## src/rtl/i2cm_pkg.sv

```systemverilog
package i2cm_pkg;
  localparam int BYTE_W = 8;
  localparam int BIT_W  = $clog2(BYTE_W);

  typedef enum logic [3:0] {
    ST_IDLE, ST_START_A, ST_START_B, ST_RS_A,
    ST_BIT_LO, ST_BIT_HI, ST_ACK_LO, ST_ACK_HI,
    ST_HOLD, ST_STOP_A, ST_STOP_B, ST_STOP_C
  } eng_state_t;

  localparam logic [1:0] A_CTRL = 2'd0;
  localparam logic [1:0] A_STAT = 2'd1;
  localparam logic [1:0] A_DATA = 2'd2;
  localparam logic [1:0] A_SADR = 2'd3;

  localparam int C_START  = 0;
  localparam int C_STOP   = 1;
  localparam int C_ACKNAK = 2;
  localparam int C_TB     = 3;
  localparam int C_MA     = 4;
  localparam int C_TEIE   = 5;
  localparam int C_RFIE   = 6;
  localparam int C_ALIE   = 7;

  localparam int S_RW   = 0;
  localparam int S_ACK  = 1;
  localparam int S_BUSY = 2;
  localparam int S_AL   = 3;
  localparam int S_ITE  = 4;
  localparam int S_IRF  = 5;
endpackage

```

## src/rtl/i2cm_halftick.sv

```systemverilog
module i2cm_halftick #(
  parameter int HALF_CYCLES = 8
) (
  input  logic clk,
  input  logic rst_n,
  input  logic run,
  output logic tick
);
  localparam int CW = $clog2(HALF_CYCLES + 1);

  logic [CW-1:0] cnt;

  assign tick = run && (cnt == CW'(HALF_CYCLES - 1));

  always_ff @(posedge clk or negedge rst_n) begin
    if (!rst_n)            cnt <= '0;
    else if (!run || tick) cnt <= '0;
    else                   cnt <= cnt + 1'b1;
  end
endmodule

```

## src/rtl/i2cm_engine.sv

```systemverilog
module i2cm_engine
  import i2cm_pkg::*;
#(
  parameter int HALF_CYCLES = 8
) (
  input  logic              clk,
  input  logic              rst_n,
  input  logic              tb_req,
  input  logic              start_q,
  input  logic              stop_q,
  input  logic              acknak_q,
  input  logic              ma_req,
  input  logic [BYTE_W-1:0] tx_byte,
  input  logic              scl_in,
  input  logic              sda_in,
  output logic              tb_ack,
  output logic              ma_ack,
  output logic              busy,
  output logic              shifting,
  output logic              dir_rw,
  output logic              ack_seen,
  output logic              tx_done,
  output logic              rx_done,
  output logic              al_evt,
  output logic [BYTE_W-1:0] rx_byte,
  output logic              scl_low,
  output logic              sda_low
);
  localparam int SW = $clog2(HALF_CYCLES + 1) + 1;

  eng_state_t        state;
  logic [BYTE_W-1:0] shreg;
  logic [BIT_W-1:0]  bitcnt;
  logic              rx_mode, stop_l, acknak_l;
  logic              waiting, timed, run, tick;

  assign waiting  = (state == ST_IDLE) || (state == ST_HOLD);
  assign busy     = (state != ST_IDLE);
  assign shifting = busy && (state != ST_HOLD);
  assign ma_ack   = ma_req && waiting;
  assign tb_ack   = tb_req && !ma_req && waiting;
  assign rx_byte  = shreg;

  always_comb begin
    case (state)
      ST_RS_A, ST_BIT_LO, ST_ACK_LO, ST_HOLD, ST_STOP_A: scl_low = 1'b1;
      default:                                            scl_low = 1'b0;
    endcase
  end

  always_comb begin
    case (state)
      ST_START_B, ST_STOP_A, ST_STOP_B: sda_low = 1'b1;
      ST_BIT_LO, ST_BIT_HI:             sda_low = !rx_mode && !shreg[BYTE_W-1];
      ST_ACK_LO, ST_ACK_HI:             sda_low = rx_mode && !acknak_l;
      default:                          sda_low = 1'b0;
    endcase
  end

  // A high half only counts while the line is actually high.
  assign timed = !waiting;
  assign run   = timed && (scl_low || scl_in);

  i2cm_halftick #(.HALF_CYCLES(HALF_CYCLES)) u_tick (
    .clk  (clk),
    .rst_n(rst_n),
    .run  (run),
    .tick (tick)
  );

  always_ff @(posedge clk or negedge rst_n) begin
    if (!rst_n) begin
      state    <= ST_IDLE;
      shreg    <= '0;
      bitcnt   <= '0;
      rx_mode  <= 1'b0;
      stop_l   <= 1'b0;
      acknak_l <= 1'b0;
      dir_rw   <= 1'b0;
      ack_seen <= 1'b0;
      tx_done  <= 1'b0;
      rx_done  <= 1'b0;
      al_evt   <= 1'b0;
    end else begin
      tx_done <= 1'b0;
      rx_done <= 1'b0;
      al_evt  <= 1'b0;
      case (state)
        ST_IDLE: if (tb_ack) begin
          shreg    <= tx_byte;
          stop_l   <= stop_q;
          acknak_l <= acknak_q;
          bitcnt   <= '0;
          dir_rw   <= tx_byte[0];
          rx_mode  <= 1'b0;
          state    <= ST_START_A;
        end
        ST_HOLD: begin
          if (ma_req) state <= ST_STOP_A;
          else if (tb_ack) begin
            shreg    <= tx_byte;
            stop_l   <= stop_q;
            acknak_l <= acknak_q;
            bitcnt   <= '0;
            if (start_q) begin
              dir_rw  <= tx_byte[0];
              rx_mode <= 1'b0;
              state   <= ST_RS_A;
            end else begin
              rx_mode <= dir_rw;
              state   <= ST_BIT_LO;
            end
          end
        end
        ST_RS_A:    if (tick) state <= ST_START_A;
        ST_START_A: if (tick) state <= ST_START_B;
        ST_START_B: if (tick) state <= ST_BIT_LO;
        ST_BIT_LO:  if (tick) state <= ST_BIT_HI;
        ST_BIT_HI: if (tick) begin
          if (!rx_mode && shreg[BYTE_W-1] && !sda_in) al_evt <= 1'b1;
          shreg  <= {shreg[BYTE_W-2:0], sda_in};
          bitcnt <= bitcnt + 1'b1;
          state  <= (bitcnt == BIT_W'(BYTE_W - 1)) ? ST_ACK_LO : ST_BIT_LO;
        end
        ST_ACK_LO:  if (tick) state <= ST_ACK_HI;
        ST_ACK_HI: if (tick) begin
          ack_seen <= sda_in;
          tx_done  <= !rx_mode;
          rx_done  <= rx_mode;
          state    <= stop_l ? ST_STOP_A : ST_HOLD;
        end
        ST_STOP_A:  if (tick) state <= ST_STOP_B;
        ST_STOP_B:  if (tick) state <= ST_STOP_C;
        ST_STOP_C:  if (tick) state <= ST_IDLE;
        default:    state <= ST_IDLE;
      endcase
    end
  end

  // Checker: length of the current SCL level, saturating.
  logic          scl_prev;
  logic [SW-1:0] since_edge;
  always_ff @(posedge clk or negedge rst_n) begin
    if (!rst_n) begin
      scl_prev   <= 1'b0;
      since_edge <= SW'(HALF_CYCLES);
    end else begin
      scl_prev <= scl_low;
      if (scl_low != scl_prev)              since_edge <= SW'(1);
      else if (since_edge < SW'(HALF_CYCLES)) since_edge <= since_edge + 1'b1;
    end
  end

  assert_scl_half_R13: assert property (@(posedge clk) disable iff (!rst_n)
    (scl_low != scl_prev) |-> (since_edge >= SW'(HALF_CYCLES)));

  assert_sda_under_high_scl_R2: assert property (@(posedge clk) disable iff (!rst_n)
    (!$past(scl_low) && !scl_low && (sda_low != $past(sda_low)))
      |-> (state == ST_START_B || state == ST_STOP_C));

  assert_abort_to_stop_R8: assert property (@(posedge clk) disable iff (!rst_n)
    (ma_ack && state == ST_HOLD) |=> (state == ST_STOP_A));
endmodule

```

## src/rtl/i2cm_regs.sv

```systemverilog
module i2cm_regs
  import i2cm_pkg::*;
(
  input  logic              clk,
  input  logic              rst_n,
  input  logic              wr_en,
  input  logic [1:0]        addr,
  input  logic [BYTE_W-1:0] wdata,
  output logic [BYTE_W-1:0] rdata,
  input  logic              tb_ack,
  input  logic              ma_ack,
  input  logic              busy,
  input  logic              shifting,
  input  logic              dir_rw,
  input  logic              ack_seen,
  input  logic              tx_done,
  input  logic              rx_done,
  input  logic              al_evt,
  input  logic [BYTE_W-1:0] rx_byte,
  output logic              ctl_tb,
  output logic              ctl_start,
  output logic              ctl_stop,
  output logic              ctl_acknak,
  output logic              ctl_ma,
  output logic [BYTE_W-1:0] tx_byte,
  output logic              irq
);
  logic [BYTE_W-1:0] ctrl_q, ctrl_d, data_q;
  logic [6:0]        sadr_q;
  logic              al_q, ite_q, irf_q;
  logic              wr_ctrl, wr_stat, wr_data;

  assign wr_ctrl = wr_en && (addr == A_CTRL);
  assign wr_stat = wr_en && (addr == A_STAT);
  assign wr_data = wr_en && (addr == A_DATA);

  always_comb begin
    ctrl_d = ctrl_q;
    if (wr_ctrl) begin
      ctrl_d = wdata;
      if (shifting) ctrl_d[C_TB] = ctrl_q[C_TB];
    end
    if (tb_ack) ctrl_d[C_TB] = 1'b0;
    if (ma_ack) ctrl_d[C_MA] = 1'b0;
  end

  always_ff @(posedge clk or negedge rst_n) begin
    if (!rst_n) begin
      ctrl_q <= '0;
      data_q <= '0;
      al_q   <= 1'b0;
      ite_q  <= 1'b0;
      irf_q  <= 1'b0;
    end else begin
      ctrl_q <= ctrl_d;
      if (rx_done)      data_q <= rx_byte;
      else if (wr_data) data_q <= wdata;
      if (al_evt)                        al_q  <= 1'b1;
      else if (wr_stat && wdata[S_AL])   al_q  <= 1'b0;
      if (tx_done)                       ite_q <= 1'b1;
      else if (wr_stat && wdata[S_ITE])  ite_q <= 1'b0;
      if (rx_done)                       irf_q <= 1'b1;
      else if (wr_stat && wdata[S_IRF])  irf_q <= 1'b0;
    end
  end

  // Address storage deliberately outside the reset domain.
  always_ff @(posedge clk) begin
    if (wr_en && addr == A_SADR) sadr_q <= wdata[6:0];
  end

  always_comb begin
    case (addr)
      A_CTRL:  rdata = ctrl_q;
      A_STAT:  rdata = {2'b00, irf_q, ite_q, al_q, busy, ack_seen, dir_rw};
      A_DATA:  rdata = data_q;
      default: rdata = {1'b0, sadr_q};
    endcase
  end

  assign ctl_tb     = ctrl_q[C_TB];
  assign ctl_start  = ctrl_q[C_START];
  assign ctl_stop   = ctrl_q[C_STOP];
  assign ctl_acknak = ctrl_q[C_ACKNAK];
  assign ctl_ma     = ctrl_q[C_MA];
  assign tx_byte    = data_q;
  assign irq = (ite_q && ctrl_q[C_TEIE]) || (irf_q && ctrl_q[C_RFIE]) ||
               (al_q && ctrl_q[C_ALIE]);

  assert_tb_clears_R10: assert property (@(posedge clk) disable iff (!rst_n)
    tb_ack |=> !ctl_tb);

  assert_tb_ignored_R10: assert property (@(posedge clk) disable iff (!rst_n)
    (wr_ctrl && shifting && !ctl_tb) |=> !ctl_tb);

  assert_rx_load_R4: assert property (@(posedge clk) disable iff (!rst_n)
    rx_done |=> (tx_byte == $past(rx_byte)));

  assert_w1c_keep_R9: assert property (@(posedge clk) disable iff (!rst_n)
    (wr_stat && !wdata[S_ITE] && ite_q) |=> ite_q);
endmodule

```

## src/rtl/i2c_byte_master.sv

```systemverilog
module i2c_byte_master
  import i2cm_pkg::*;
#(
  parameter int HALF_CYCLES = 8
) (
  input  logic       clk,
  input  logic       rst_n,
  input  logic       reg_wr,
  input  logic [1:0] reg_addr,
  input  logic [7:0] reg_wdata,
  output logic [7:0] reg_rdata,
  output logic       irq,
  input  logic       scl_i,
  output logic       scl_oe,
  output logic       scl_o,
  input  logic       sda_i,
  output logic       sda_oe,
  output logic       sda_o
);
  logic              tb_ack, ma_ack, busy, shifting, dir_rw, ack_seen;
  logic              tx_done, rx_done, al_evt;
  logic              ctl_tb, ctl_start, ctl_stop, ctl_acknak, ctl_ma;
  logic [BYTE_W-1:0] rx_byte, tx_byte;
  logic              scl_low, sda_low;

  i2cm_regs u_regs (
    .clk(clk), .rst_n(rst_n), .wr_en(reg_wr), .addr(reg_addr),
    .wdata(reg_wdata), .rdata(reg_rdata),
    .tb_ack(tb_ack), .ma_ack(ma_ack), .busy(busy), .shifting(shifting),
    .dir_rw(dir_rw), .ack_seen(ack_seen), .tx_done(tx_done),
    .rx_done(rx_done), .al_evt(al_evt), .rx_byte(rx_byte),
    .ctl_tb(ctl_tb), .ctl_start(ctl_start), .ctl_stop(ctl_stop),
    .ctl_acknak(ctl_acknak), .ctl_ma(ctl_ma), .tx_byte(tx_byte), .irq(irq)
  );

  i2cm_engine #(.HALF_CYCLES(HALF_CYCLES)) u_eng (
    .clk(clk), .rst_n(rst_n), .tb_req(ctl_tb), .start_q(ctl_start),
    .stop_q(ctl_stop), .acknak_q(ctl_acknak), .ma_req(ctl_ma),
    .tx_byte(tx_byte), .scl_in(scl_i), .sda_in(sda_i),
    .tb_ack(tb_ack), .ma_ack(ma_ack), .busy(busy), .shifting(shifting),
    .dir_rw(dir_rw), .ack_seen(ack_seen), .tx_done(tx_done),
    .rx_done(rx_done), .al_evt(al_evt), .rx_byte(rx_byte),
    .scl_low(scl_low), .sda_low(sda_low)
  );

  assign scl_oe = scl_low;
  assign sda_oe = sda_low;
  assign scl_o  = 1'b0;
  assign sda_o  = 1'b0;
endmodule

```

## config.mk

```make
export PLATFORM = sky130hd
export DESIGN_NAME = i2c_byte_master
export DESIGN_NICKNAME = d
export VERILOG_FILES = /design/src/rtl/i2cm_pkg.sv /design/src/rtl/i2cm_halftick.sv /design/src/rtl/i2cm_engine.sv /design/src/rtl/i2cm_regs.sv /design/src/rtl/i2c_byte_master.sv
export SDC_FILE = /design/constraint.sdc
export NUM_CORES = 1
export LEC_CHECK = 0
export ABC_AREA = 1
export BUFFER_PORTS_ARGS = -buffer_cell sky130_fd_sc_hd__buf_2
export CAP_MARGIN = 25
export CORE_MARGIN = 2
export CORE_UTILIZATION = 42
export DETAILED_ROUTE_END_ITERATION = 8
export GPL_TIMING_DRIVEN = 0
export HOLD_SLACK_MARGIN = 0.08
export PLACE_DENSITY = 0.56
export SETUP_SLACK_MARGIN = 0.3
export SYNTH_ARGS = -nofsm -noshare
export SYNTH_HDL_FRONTEND = slang
export SYNTH_SLANG_ARGS = --single-unit
```

## constraint.sdc

```tcl
create_clock -name clk -period 1.8 [get_ports clk]
set_clock_uncertainty 0.1 [all_clocks]
set_input_delay 0.27 -clock clk [delete_from_list [all_inputs] [get_ports clk]]
set_output_delay 0.27 -clock clk [all_outputs]
set_load 0.005 [all_outputs]
```

==> impl_metrics.env, run 1 <==
export IMPL_io_buffers=25
export IMPL_worst_slack_ns=-0.103
export IMPL_status="finished with violations"
export IMPL_synth_cell_type_count=37
export IMPL_grt_pass1_vias=2394
export IMPL_min_period_ns=1.90
export IMPL_timing_fmax_ghz=0.526
export IMPL_r2r_slack_ns=-0.02
export IMPL_final_core_util_pct=59.7
export IMPL_cts_num_sinks=53
export IMPL_r2r_start="u_eng.state[1]"
export IMPL_synth_top_area_share_pct=41.4
export IMPL_drt_pre_antenna_iters=6
export IMPL_synth_edf_count=7
export IMPL_cellPowerDensity_nw_per_um2=1350
export IMPL_setup_viol=9
export IMPL_hp_class="in -> reg"
export IMPL_htreeDepth=2
export IMPL_clk_latency_ns=0.31
export IMPL_cts_tree="yes"
export IMPL_hold_path_cell_count=1
export IMPL_yosys_warnings=0
export IMPL_viasPerCell=5.29
export IMPL_drt_total_wl_microns=8150
export IMPL_synth_area_top_cells="dfrtp_1 (41%), nand2_1 (14%), edfxtp_1 (7.6%)"
export IMPL_hpwl_microns=5070
export IMPL_io_pins=28
export IMPL_fillers=547
export IMPL_holdPathEnd="u_regs.sadr_q[0]"
export IMPL_tightest_slew_ns=0.701
export IMPL_reg2reg_depth=10
export IMPL_slew_violations=0
export IMPL_syn_inst=345
export IMPL_ys_flop_type="dfrtp_1"
export IMPL_start_kind="flop"
export IMPL_yosysSeqAreaShare_pct=48.9
export IMPL_antenna_found_initial=0
export IMPL_post_synth_cell_area_avg_sq_um=8.06
export IMPL_yosysMostFrequentCell="nand2_1"
export IMPL_crit_required_ns=1.43
export IMPL_clkSlewWorstSetupHoldPaths_ns=0.10
export IMPL_ir_drop_uv=1030
export IMPL_drc=0
export IMPL_hold_viol_final=0
export IMPL_synth_seq_cells=53
export IMPL_clock_path_buffers=2
export IMPL_rows=29
export IMPL_violations="setup timing"
export IMPL_crit_arrival_ns=1.53
export IMPL_grt_pass1_wl_microns=12500
export IMPL_grt_overflow=0
export IMPL_root_buffer="clkbuf_8"
export IMPL_timing_rr_end="u_eng.rx_byte[6]"
export IMPL_wl_per_cell_microns=16.2
export IMPL_synth_area_sq_um=2780
export IMPL_drtIter0Drc=190
export IMPL_cp_end_kind="output port"
export IMPL_track_usage_pct=22.2
export IMPL_place_congestion=0.826
export IMPL_synth_common_cells="nand2_1 (107), dfrtp_1 (46), inv_1 (33), o21ai_0 (29), nor2_1 (25)"
export IMPL_cts_made_buffers=5
export IMPL_leakagePower_nw=1.82
export IMPL_grt_max_degree=27
export IMPL_cap_violations=0
export IMPL_diodes=0
export IMPL_timing_hold_ws_ns=0.0853
export IMPL_synth_async_reset_ratio_pct=86.8
export IMPL_ant_nets=0
export IMPL_relSlewSlack_pct=53.1
export IMPL_layout_drive_gt1_share_pct=37.6
export IMPL_coreArea_sq_um=6390
export IMPL_rsz0062_at_grt="yes"
export IMPL_start_util_pct=43.6
export IMPL_die_area_sq_um=7290
export IMPL_min_period_over_period_pct=106
export IMPL_area_growth_pct=37.0
export IMPL_nets=443
export IMPL_hp_start="reg_wdata[0]"
export IMPL_worst_path_max_fanout=6
export IMPL_total_power_mw=5.16
export IMPL_yosys_area_top_type="dfrtp_1"
export IMPL_fp_dieW_microns=85.4
export IMPL_crit_type="reg -> out"
export IMPL_die_height_microns=85.4
export IMPL_num_vias=2663
export IMPL_pre_cts_ws_ns=-0.184
==> cells by family (layout without fill, tap and decap cells) <==
group	count (synthesis)	count (layout)	synth area share, %
compound gates	58	58	12.6
xor+xnor	2	2	0.630
fa+ha+maj	3	3	1.35
buf+inv	51	131	7.83
flops	53	53	48.9
other cells	1	2	0.135
simple gates	177	177	28.5
==> final cells by class <==
| class | count | area [sq um] | area share [%] |
|---|---|---|---|
| well taps | 77 | 96.3 | 2.53 |
| clock buffers | 6 | 72.6 | 1.90 |
| repair buffers | 72 | 552 | 14.5 |
| flip-flops and latches | 53 | 1370 | 35.8 |
| multi-input cells | 242 | 1430 | 37.4 |
| inverters | 42 | 184 | 4.83 |
| clock inverters | 2 | 35.0 | 0.919 |
| plain buffers | 9 | 81.3 | 2.13 |
==> power breakdown <==
group	switching, mW	internal, mW	leakage, nW
clock network	0.405	0.414	0.0552
logic	1.45	1.13	1.12
registers	0.273	1.49	0.647
total	2.13	3.03	1.82
==> metrics by stage <==
| step | setup TNS (ns) | std cells | instance area (sq um) |
|---|---|---|---|
| after floorplan | 0 | 346 | 2820 |
| after global placement | -0.655 | 448 | 3040 |
| after detailed placement | -0.582 | 449 | 3060 |
| after CTS | 0 | 486 | 3600 |
| after global routing | -1.07 | 503 | 3810 |
| final | -0.186 | 503 | 3810 |
==> sequential cells by signal, indices dropped and copies added, names as in the netlist <==
signal	flops
u_regs.sadr_q	7
u_eng.tx_done	1
u_eng.rx_byte	8
u_regs.irf_q	1
u_regs.ctrl_q	8
u_eng.rx_done	1
u_eng.u_tick.cnt	4
u_regs.al_q	1
u_eng.state	4
u_eng.ack_seen	1
u_eng.acknak_l	1
u_eng.dir_rw	1
u_regs.ite_q	1
u_regs.tx_byte	8
u_eng.bitcnt	3
u_eng.stop_l	1
u_eng.al_evt	1
u_eng.rx_mode	1
==> metal layers <==
layer | vias to the layer above | wire, microns | track usage (%)
met5 | - | 0 | 0
met4 | 0 | 208 | 5.48
met3 | 25 | 486 | 3.31
met2 | 103 | 3700 | 33.5
met1 | 1249 | 3760 | 33.5
li1 | 1286 | - | -
==> placed cells by master, fill, tap and decap left out, types with 4 or more instances in the layout <==
| master | count |
|---|---|
| a31oi_1 | 4 |
| buf_2 | 26 |
| buf_4 | 32 |
| buf_6 | 12 |
| clkbuf_8 | 5 |
| dfrtp_1 | 43 |
| dlygate4sd3_1 | 6 |
| edfxtp_1 | 7 |
| inv_1 | 22 |
| inv_2 | 12 |
| inv_4 | 4 |
| nand2_1 | 91 |
| nand2_2 | 16 |
| nand2_4 | 4 |
| nand3_1 | 19 |
| nand3_2 | 4 |
| nand4_1 | 4 |
| nor2_1 | 18 |
| nor2_4 | 15 |
| o211ai_1 | 5 |
| o21ai_0 | 23 |
| o21ai_1 | 5 |
==> worst max-delay path by stage <==
stage                         from               end  slack, ns  cells after the start
finish              u_eng.state[1]            scl_oe      -0.10                      7
CTS                 u_eng.state[2]            scl_oe       0.03                      8
detailed placement     reg_addr[0]  u_regs.ctrl_q[4]      -0.18                      7
global placement       reg_addr[0]  u_regs.ctrl_q[4]      -0.21                      7
floorplan           u_eng.state[0]  u_eng.rx_byte[4]       0.26                      9
global route        u_eng.state[1]            scl_oe      -0.13                      7
==> critical path, cell delays in order (launching register included) <==
cell	delay (ns)
dfrtp_2	0.51
inv_4	0.11
nor2_4	0.04
nand2_2	0.08
nand2_2	0.09
nor2_4	0.17
nand2_1	0.08
buf_2	0.13
==> what timing repair did <==
action | CTS | global route
resized for setup | 57 | 33
endpoints found under the hold margin | 25 | 0
buffers inserted | 22 | 17
gates cloned | 1 | 0
pin swaps | 20 | 16
setup endpoints to repair | 48 | 49
hold buffers | 6 | 0
Note: power is estimated with default switching activity, not from simulation.
==> inputs of run 2 (changes only) <==
--- a/config.mk
+++ b/config.mk
@@ -12,2 +12,3 @@
 export CORE_UTILIZATION = 42
+export CTS_BUF_LIST = sky130_fd_sc_hd__clkbuf_8
 export DETAILED_ROUTE_END_ITERATION = 8
--- a/constraint.sdc
+++ b/constraint.sdc
@@ -4,2 +4,2 @@
 set_output_delay 0.27 -clock clk [all_outputs]
-set_load 0.005 [all_outputs]
+set_load 0.1 [all_outputs]
==> impl_metrics.env, run 2 (same netlist as run 1, synthesis figures left out) <==
export IMPL_status="finished with violations"
export IMPL_violations="setup timing"
export IMPL_start_util_pct=43.6
export IMPL_hold_path_cell_count=3
export IMPL_clk_latency_ns=0.31
export IMPL_cts_num_sinks=53
export IMPL_die_height_microns=85.4
export IMPL_worst_path_max_fanout=4
export IMPL_timing_fmax_ghz=0.542
export IMPL_cpPeakStageDelay_ns=0.39
export IMPL_timing_rr_end="u_eng.rx_byte[0]"
export IMPL_cap_violations=0
export IMPL_grt_max_degree=27
export IMPL_start_kind="flop"
export IMPL_htreeDepth=2
export IMPL_r2r_slack_ns=0
export IMPL_pwr_share_comb_pct=56.5
export IMPL_crit_required_ns=1.43
export IMPL_hp_start="sda_i"
export IMPL_drc=0
export IMPL_ir_drop_uv=1250
export IMPL_cts_made_buffers=5
export IMPL_hp_class="in -> reg"
export IMPL_place_congestion=0.831
export IMPL_relSlewSlack_pct=57.2
export IMPL_p_sw_mw=2.64
export IMPL_coreArea_sq_um=6390
export IMPL_leakagePower_nw=1.90
export IMPL_p_int_mw=3.05
export IMPL_tightest_slew_ns=0.639
export IMPL_post_dp_cell_area_sq_um=3230
export IMPL_p_seq_share_pct=30.9
export IMPL_cellPowerDensity_nw_per_um2=1390
export IMPL_cts_tree="yes"
export IMPL_crit_chain="buf_6, inv_6, nor2_4, nand2_2, nand2_4, nor2_4, nand2_4, buf_12"
export IMPL_critPathSlowestCell="dfrtp_1"
export IMPL_rsz0062_at_grt="yes"
export IMPL_r2r_start="u_eng.state[3]"
export IMPL_drtIter0Drc=110
export IMPL_rows=29
export IMPL_setup_viol=2
export IMPL_grt_pass1_vias=2440
export IMPL_switching_share_pct=46.4
export IMPL_final_cell_mix="nand2_1 (88), dfrtp_1 (43), buf_4 (32), o21ai_0 (23)"
export IMPL_root_buffer="clkbuf_8"
export IMPL_crit_arrival_ns=1.47
export IMPL_min_period_over_period_pct=102
export IMPL_grt_overflow=0
export IMPL_track_usage_pct=21.8
export IMPL_clock_path_buffers=2
export IMPL_cp_end_kind="output port"
export IMPL_die_area_sq_um=7290
export IMPL_area_growth_pct=47.0
export IMPL_drt_pre_antenna_iters=4
export IMPL_cp_top_family="simple AND/OR/NAND/NOR gates"
export IMPL_hpwl_microns=5210
export IMPL_num_vias=2575
export IMPL_io_buffers=25
export IMPL_holdPathEnd="u_eng.ack_seen"
export IMPL_fp_dieW_microns=85.4
export IMPL_layout_drive_gt1_share_pct=40.3
export IMPL_io_pins=28
export IMPL_slew_violations=0
export IMPL_clkSlewWorstSetupHoldPaths_ns=0.10
export IMPL_final_common_cell="nand2_1"
export IMPL_drt_total_wl_microns=7670
export IMPL_crit_type="reg -> out"
export IMPL_grt_pass1_wl_microns=12400
export IMPL_nets=446
export IMPL_diodes=0
export IMPL_hold_viol_final=0
export IMPL_min_period_ns=1.84
export IMPL_viasPerCell=5.09
export IMPL_stdcell_area_sq_um=4090
export IMPL_cp_num_buf_inv=3
export IMPL_ant_nets=0
export IMPL_wl_per_cell_microns=15.2
export IMPL_antenna_found_initial=0
export IMPL_reg2reg_depth=10
export IMPL_worst_slack_ns=-0.0442
export IMPL_clkPwrFrac_pct=12.5
export IMPL_setup_tns_ns=-0.0680
[run 2: changes by cell type in the layout (fill, tap and decap cells not counted), sizes merged]
cell,change
buf,+3
inv,+3
clkbuf,-2
bufinv,-1
clkinv,-1
dlygate4sd3,+1
[run 2: power by group through the flow]
stage          clock network, mW  registers [mW]  logic [mW]
2_1_floorplan                  0            1.69        1.89
3_3_place_gp                   0            1.76        2.25
3_5_place_dp                   0            1.77        2.27
4_1_cts                    0.740            1.75        2.88
5_1_grt                    0.794            1.80        3.46
6_report                   0.713            1.76        3.21
[run 2: tightest hold or removal path, delay by kind of cell]
kind	cells	cell delay, ns
buffers and inverters	1	0.11
AOI/OAI and AO/OA	1	0.06
and+or+nand+nor	1	0.05
[run 2: final cells by class]
type,instances,area [sq um]
Fill cell,523,2300
Timing Repair Buffer,75,733
Clock inverter,3,26.3
Multi-Input combinational cell,242,1530
Clock buffer,5,68.8
Sequential cell,53,1370
Tap cell,77,96.3
Buffer,9,75.1
Inverter,42,191
[run 2: stage by stage]
stage / setup WS [ns] / hold WS [ns] / power [mW] / instances / utilization, %
2_1_floorplan: -0.534 / -0.126 / 3.58 / 346 / -
3_3_place_gp: -0.0586 / 0.314 / 4.01 / 448 / 50.2
3_5_place_dp: -0.0605 / 0.174 / 4.03 / 449 / 50.5
4_1_cts: -0.0257 / 0.0926 / 5.37 / 489 / 60.3
5_1_grt: -0.122 / 0.109 / 6.06 / 506 / 64.0
6_report: -0.0442 / 0.114 / 5.69 / 506 / 64.0
[run 2: how the worst max path moves through the flow]
stage / cells past startpoint / from / slack (ns) / end
3_5_place_dp: 7 / reg_addr[1] / -0.06 / reg_rdata[2]
6_report: 8 / u_eng.state[2] / -0.04 / scl_oe
3_3_place_gp: 7 / reg_addr[1] / -0.06 / reg_rdata[2]
2_1_floorplan: 4 / reg_addr[1] / -0.53 / reg_rdata[6]
4_1_cts: 7 / u_eng.state[0] / -0.03 / scl_oe
5_1_grt: 7 / u_eng.state[1] / -0.12 / scl_oe
[run 2: per-layer routing]
metal  vias to the layer above  global-route usage (%)  routed length, microns
met4                         0                    5.63                     108
met2                        71                    33.6                    3460
met3                        10                    3.70                     379
li1                       1294                       -                       -
met5                         -                       0                       0
met1                      1200                    31.8                    3720
[run 2: what timing repair did]
action                                 in CTS  in global routing
buffers inserted                           25                 16
pin swaps                                  27                 21
hold buffers                                7                  0
resized for setup                          87                 31
cloned                                      0                  1
setup endpoints to repair                  46                 47
endpoints found under the hold margin      26                  0
